File: config.mk
export PLATFORM = sky130hd
export DESIGN_NAME = stack_pair_seq
export DESIGN_NICKNAME = d
export VERILOG_FILES = /design/src/rtl/stack_pair_seq.sv
export SDC_FILE = /design/constraint.sdc
export NUM_CORES = 1
export LEC_CHECK = 0
export ABC_AREA = 1
export BUFFER_PORTS_ARGS = -buffer_cell sky130_fd_sc_hd__buf_2
export CORE_UTILIZATION = 45
export CTS_CLUSTER_SIZE = 28
export DETAILED_ROUTE_END_ITERATION = 8
export GPL_TIMING_DRIVEN = 0
export PLACE_DENSITY = 0.64
export SLEW_MARGIN = 20
export SYNTH_ARGS = -nofsm -noshare
export SYNTH_HDL_FRONTEND = slang
export SYNTH_SLANG_ARGS = --single-unit
File: constraint.sdc
create_clock -name clk -period 1.9 [get_ports clk]
set_input_delay 0.19 -clock clk [delete_from_list [all_inputs] [get_ports clk]]
set_output_delay 0.19 -clock clk [all_outputs]
set_load 0.005 [all_outputs]
File: src/rtl/stack_pair_seq.sv
module stack_pair_seq #(
  parameter int DW = 8
) (
  input  logic            clk,
  input  logic            rst_n,
  input  logic [2:0]      cmd,
  input  logic [1:0]      sel,
  input  logic [2*DW-1:0] ld_data,
  input  logic [DW-1:0]   mem_rdata,
  output logic [2*DW-1:0] mem_addr,
  output logic [DW-1:0]   mem_wdata,
  output logic            mem_we,
  output logic            done
);
  localparam int PW = 2 * DW;
  localparam logic [PW-1:0] ONE = {{(PW-1){1'b0}}, 1'b1};

  localparam logic [2:0] C_FETCH = 3'd1, C_LOAD = 3'd2, C_JUMP = 3'd3, C_PUSH = 3'd4,
                         C_POP = 3'd5, C_CALL = 3'd6, C_RET = 3'd7;
  localparam logic [2:0] S_IDLE = 3'd0, S_PSH1 = 3'd1, S_PSH2 = 3'd2,
                         S_POP1 = 3'd3, S_POP2 = 3'd4;

  logic [DW-1:0] rf [6];
  logic [PW-1:0] pc, sp, hold, tgt;
  logic [2:0]    st;
  logic [1:0]    dsel;
  logic          to_pc;

  wire pushing = (st == S_PSH1) || (st == S_PSH2);
  wire popping = (st == S_POP1) || (st == S_POP2);
  wire [PW-1:0] sp_dn = sp - ONE;
  wire [PW-1:0] sp_up = sp + ONE;
  wire [PW-1:0] popped = {mem_rdata, hold[DW-1:0]};

  logic [PW-1:0] sel_val;
  always_comb begin
    case (sel)
      2'd0:    sel_val = {rf[0], rf[1]};
      2'd1:    sel_val = {rf[2], rf[3]};
      2'd2:    sel_val = {rf[4], rf[5]};
      default: sel_val = sp;
    endcase
  end

  assign mem_addr  = pushing ? sp_dn : (popping ? sp : pc);
  assign mem_we    = pushing;
  assign mem_wdata = (st == S_PSH1) ? hold[PW-1:DW] :
                     (st == S_PSH2) ? hold[DW-1:0] : '0;
  assign done      = (st == S_PSH2) || (st == S_POP2);

  always_ff @(posedge clk or negedge rst_n) begin
    if (!rst_n) begin
      for (int i = 0; i < 6; i++) rf[i] <= '0;
      pc    <= '0;
      sp    <= '0;
      hold  <= '0;
      tgt   <= '0;
      st    <= S_IDLE;
      dsel  <= '0;
      to_pc <= 1'b0;
    end else begin
      case (st)
        S_IDLE: begin
          case (cmd)
            C_FETCH: pc <= pc + ONE;
            C_LOAD: begin
              if (sel == 2'd3) sp <= ld_data;
              else begin
                rf[{sel, 1'b0}] <= ld_data[PW-1:DW];
                rf[{sel, 1'b1}] <= ld_data[DW-1:0];
              end
            end
            C_JUMP: pc <= ld_data;
            C_PUSH: begin
              hold  <= sel_val;
              to_pc <= 1'b0;
              st    <= S_PSH1;
            end
            C_POP: begin
              dsel  <= sel;
              to_pc <= 1'b0;
              st    <= S_POP1;
            end
            C_CALL: begin
              hold  <= pc;
              tgt   <= ld_data;
              to_pc <= 1'b1;
              st    <= S_PSH1;
            end
            C_RET: begin
              to_pc <= 1'b1;
              st    <= S_POP1;
            end
            default: ;
          endcase
        end
        S_PSH1: begin
          sp <= sp_dn;
          st <= S_PSH2;
        end
        S_PSH2: begin
          sp <= sp_dn;
          st <= S_IDLE;
          if (to_pc) pc <= tgt;
        end
        S_POP1: begin
          hold[DW-1:0] <= mem_rdata;
          sp <= sp_up;
          st <= S_POP2;
        end
        S_POP2: begin
          st <= S_IDLE;
          sp <= sp_up;
          if (to_pc) pc <= popped;
          else if (dsel == 2'd3) sp <= popped;
          else begin
            rf[{dsel, 1'b0}] <= mem_rdata;
            rf[{dsel, 1'b1}] <= hold[DW-1:0];
          end
        end
        default: st <= S_IDLE;
      endcase
    end
  end
endmodule


=== After elaboration in Yosys (flattened, before gate mapping) ===
Cells that the tools add are included.

* Bitwise gates (word level): 4
* Equal/unequal tests: 25
* Muxes and demuxes: 36
* Reductions and logical operators: 28
* Add/sub/neg operators: 3
* Magnitude comparators: 8

{| class="wikitable"
|+ Operators with widths
! operator !! count
|-
| $bwmux W48 || 4
|-
| $mux W48 || 4
|-
| $mux W16 || 8
|-
| $demux W8 S3 || 4
|-
| $pmux W16 S3 || 2
|-
| $pmux W48 S2 || 1
|-
| $pmux W16 S2 || 2
|-
| $pmux W16 S4 || 1
|-
| $mux W8 || 6
|-
| $add A16 B1 Y16 const B || 2
|-
| $ge A4 B4 Y1 const B || 4
|-
| $lt A4 B1 Y1 const B || 4
|-
| $not A3 Y4 || 4
|-
| $pmux W8 S2 || 1
|-
| $sub A16 B1 Y16 const B || 1
|-
| $eq A3 B3 Y1 const B || 5
|-
| $eq A3 B2 Y1 const B || 4
|-
| $ne A2 B2 Y1 const B || 6
|-
| $reduce_and A2 Y1 || 5
|-
| $reduce_or A2 Y1 || 5
|-
| $pmux W3 S3 || 1
|-
| $reduce_bool A2 Y1 || 4
|-
| $eq A2 B2 Y1 const B || 3
|-
| $eq A3 B1 Y1 const B || 2
|-
| 15 further kinds || 21
|}

* Output and inout bits: 26
* Logic and storage cells: 118
* Bits in registers: 118
* Input bits: 31

=== Longest topological paths before layout ===
* Depth in word-level cells: 10
* Depth in mapped cells: 12
* Depth with buffers taken out: 11

=== Worst setup path before layout ===
OpenSTA, ideal clock, no wires.

* Kind: register to output
* Start point: reg st[0]
* End point: out mem_addr[10]
* Stages on the path, launching flop included: 8
* Setup slack: 0.293 ns
* Buffers on the path: 2
* Data arrival time: 1.417 ns
* Required time: 1.710 ns
* Cell sequence: dfrtp_1 > nor2_2 > nand2_4 > nand2_2 > buf_2 > clkbuf_1 > o21ai_0 > nand2_1

* Word-level cells in the longest chain between the ends: 4
* Elaborated cells between the ends (all ways): 8
* Those cells by class: 4 x eq/ne; 2 x mux; 2 x reduce/logical

{| class="wikitable"
|+ Ends and longest elaborated chain
! item !! line !! source
|-
| start, declared || 25 || <nowiki>logic [2:0] st;</nowiki>
|-
| start signal, assigned || 58 || <nowiki>st <= S_IDLE;</nowiki>
|-
| start signal, assigned || 77 || <nowiki>st <= S_PSH1;</nowiki>
|-
| start signal, assigned || 82 || <nowiki>st <= S_POP1;</nowiki>
|-
| $eq A3 B2 Y1 or $eq A3 B3 Y1 (tied branches) || 30 || <nowiki>wire popping = (st == S_POP1) || (st == S_POP2);</nowiki>
|-
| $logic_or A1 B1 Y1 || 30 ||
|-
| $mux W16 || 45 || <nowiki>assign mem_addr = pushing ? sp_dn : (popping ? sp : pc);</nowiki>
|-
| $mux W16 (*) || 45 ||
|-
| end, declared || 10 || <nowiki>output logic [2*DW-1:0] mem_addr,</nowiki>
|}

Every way passes the cells marked *; elsewhere a longest branch is shown, timed or not.

=== Final worst setup path ===
* Start point: reg st[0]
* End point: out mem_addr[6]

Same word-level chain as after synthesis.

==> results.txt <==
Subtracting the final worst setup slack from the clock period gives 2.10 ns. The post-synthesis mux area share is 0.139%. TritonCTS built the clock tree. In this run the static leakage power is 5.32 nW.

The final cell area excluding filler cells is 11000 µm². The arrival time reported for the critical path endpoint came out at 1.91 ns. The parity-gate share of the synthesized area counting xor and xnor cells came out at 0.862%. By area the synthesized netlist is led by dfrtp_1 (36%), nand2_1 (12%), o21ai_0 (9.9%), inv_1 (7.9%), o22ai_1 (5.2%). The final global-route overflow total came out at 0. Global routing consumed, on the met2 layer, 53.5% of the routing resources.

Of all nets on the critical path, the largest fanout is 6. The number of buffers on the longest clock path is 2. The mean instance size in the synthesized netlist came out at 6.83 µm². The category of the worst setup path launch point is a flop. The maximum clock frequency came out at 0.477 GHz.

The worst-case IR drop observed on VDD is 0.00102 V. The fraction of the mapped netlist area in adder cells is 0.462%. The detailed-route via count came out at 9514.

The compound-gate portion of the synthesized area is 25.3%. The power per unit of standard cell area is 1740 nW/µm². The first-pass GRT wire length is 48.9 mm. The worst min-delay path category is input port to flop. Grouping stages by cell kind, the critical path spends the most delay in flip-flops. The worst setup path is of the flop to primary output kind. The initial core utilization came out at 46.5%. The number of synthesis warnings came out at 0. The clock tree root buffer cell is clkbuf_16. The number of flops mapped to enable cells by yosys is 0. The final reports fail on setup timing. The least setup slack across all paths after layout is -0.197 ns. Traced cell by cell, the critical path runs through nor2_4 -> nand2_4 -> nand2_4 -> buf_8 -> clkbuf_16 -> a21oi_1 -> o21ai_0 -> nand2_1 -> buf_2. The first-pass iteration count of the detailed router is 6.

Clock-pin slew was measured on the worst setup and hold paths at 0.06 ns. The global-route met1 utilization came out at 51.1%. Input and output buffers added on the ports amount to 54. The slowest stage of the critical path belongs to the cell dfrtp_2. For the final database, setup skew stands at 0.00883 ns. For the pin with the worst max-slew slack, the measured transition is 0.617 ns. The total count of max-transition violations in the final report came out at 0. The total of max-cap violations is 0.

The proportion of layout cells with a drive suffix above 1 came out at 28.9%. Summing the areas of all and, or, nand and nor instances in the mapped netlist gives 24.1% of the synthesized area. The area of the mapped netlist is 8130 µm². In this run the tightest slew margin relative to its limit is 58.8%. In the synthesized netlist the dominant register cell turns out to be dfrtp_1. The type of element capturing the critical path is a primary output.

The final setup violation count is 69. In this design, the critical path's most frequently occurring cell is nand2_4. Counting every sink on the clock net gives 118. The final layout contains routed wiring with a total length of 34.3 mm. The main combinational cell family by area after synthesis is compound AO/OA/AOI/OAI gates. The I/O pin total is 57. The buffer and inverter count on the worst path is 3.

At the later pin of the worst-skew pair, clock insertion delay measures 0.43 ns. Global routing consumed, over all layers together, 36.2% of the routing resources. Entering global routing, the biggest net connects 83 pins. The post-detailed-placement half-perimeter wirelength came out at 23.6 mm.

The post-route antenna net violation count came out at 0. The floorplan die height came out at 136 µm. Counting flops and latches in the post-synthesis netlist gives 118.

The met3 capacity usage during global routing is 7.61%. The area enclosed by the die boundary came out at 18600 µm². The count of endpoints failing hold in the final timing report was 0.

For this run, the post-layout net count is 1360. The post-route fraction of the period consumed by the critical path is 110%. The instance area after placement came out at 8720 µm². The floorplan row count came out at 48. In this run the most used layer during global routing was met2. The post-detailed-route DRC marker count is 0. The area added between synthesis and finish came out at 35.5%. The gate count of the mapped netlist came out at 1191. Setup repair after global routing could not meet its margin everywhere. The initial DRC count is 1252. The post-route setup TNS is -7.69 ns. After detailed routing, the average wire length per cell comes to 21.9 µm. The core footprint is 17500 µm². The fraction of post-synthesis cell area in the top cell type by area came out at 36.3%.

The synthesized net count came out at 1225. The required time at the worst-slack endpoint is 1.71 ns. Using the TritonRoute via totals, the vias-per-cell ratio works out to 6.08. dfrtp_1 takes more of the synthesized area than any other cell.

The count of cell types in the netlist came out at 44. The number of antenna cells inserted is 0. The deepest level of the CTS H-tree came out at 4. Sequential cells were found to cover 36.3% of the synthesized design area. The via count of the first global-routing pass is 8468.

The initial antenna violation count came out at 0. The overall power is 0.0192 W. The horizontal die dimension came out at 136 µm. Counting flops with an async set or reset pin after synthesis yields a share of 100%. The placer congestion estimate came out at 0.963. The number of filler cells placed in the layout is 1532. The stage delay of the slowest cell on the critical path is 0.45 ns. The flow ran to the end, but the final reports show violations. The number of clock buffers inserted by TritonCTS came out at 17. Measured on the finished design, the core utilization comes to 63.0%.
## report_power, final
part | switching (W) | internal [W]
registers | 0.00104 | 0.00380
clock network | 0.00127 | 0.00240
logic | 0.00651 | 0.00418
total | 0.00883 | 0.0104
## worst paths after layout
path                       depth (start not counted)   startpoint           to  slack, ns
max                                                9        st[0]  mem_addr[6]      -0.20
min                                                3  ld_data[12]      tgt[12]       0.04
max reg2reg                                        9        st[0]       rf[20]      -0.15
min reg2reg                                        2      hold[6]      hold[6]       0.50
max in group asynchronous                          3        rst_n       sp[14]       0.94
min in group asynchronous                          2        rst_n       rf[32]       0.22
## repair_timing
item	CTS	global route
endpoints found under the hold margin	36	0
gates resized for setup	161	184
pin swaps	17	23
endpoints found under the setup margin	43	103
gates cloned	4	9
setup buffers	34	24
hold buffers	1	0
## sequential cells by signal (all words and copies together), names as in the netlist
register  cells
pc           16
hold         16
st            3
rf           48
dsel          2
to_pc         1
sp           16
tgt          16
## metal layers
layer  up-vias  routed length (µm)
met5         -                   0
met4         0                1190
met3       102                3790
met2       629               15200
met1      4543               14200
li1       4240                   -
## cell type report
class,instances,area (µm²),share of cell area (%)
repair inverters,1,8.76,0.0795
inverters,183,732,6.64
well taps,225,282,2.56
repair buffers,123,1100,10.0
flip-flops and latches,118,2960,26.9
clock inverters,11,196,1.78
clock buffers,21,460,4.18
plain buffers,53,487,4.42
multi-input cells,829,4780,43.4
## cell usage after synthesis (9+ instances only)
library cell,count
o22ai_1,68
o21ai_0,161
o21ai_1,30
nand3_1,61
inv_1,172
dfrtp_1,118
clkbuf_1,18
o211ai_1,13
nor2_1,93
buf_2,24
buf_4,10
nand2_1,259
nand4_1,9
a21oi_1,62
## cells by family after synthesis
kind of cell | Yosys count
and+or+nand+nor | 455
AOI/OAI and AO/OA | 362
buffers and inverters | 244
DFF | 118
xor gates and xnor gates | 8
adders and majority gates | 3
muxes | 1
## cell usage in the layout, fill, tap and decap left out, types with 15 or more instances in the layout
cell       netlist  layout
inv_1          172     161
o21ai_1         30      54
nand2_4          2      21
o21ai_2          1      36
nand3_1         61      54
clkbuf_1        18      15
o22ai_1         68      62
nand2_2          6      41
a21oi_1         62      56
o21ai_0        161     102
clkbuf_16        0      25
buf_6            7      23
buf_2           24      61
inv_2            8      15
buf_4           10      46
nand2_1        259     204
dfrtp_1        118     109
nor2_1          93      72
nor2_4           3      18
## worst reg2reg max path, cell delays in order, from the launching register on
cell	delay, ns
dfrtp_2	0.45
nor2_4	0.14
nand2_4	0.07
buf_8	0.13
buf_6	0.11
o31ai_4	0.26
buf_4	0.17
o211a_4	0.31
clkbuf_16	0.21
o21ai_1	0.06
## metrics by stage
stage | setup slack (ns) | std cells | hold slack (ns)
2_1_floorplan | 0.293 | 1191 | -0.106
3_3_place_gp | -1.02 | 1470 | 0.457
3_5_place_dp | -0.223 | 1471 | 0.0971
4_1_cts | -0.153 | 1538 | 0.0262
5_1_grt | -0.267 | 1564 | 0.0410
6_report | -0.197 | 1564 | 0.0390
Power figures use the tool's default switching activity.
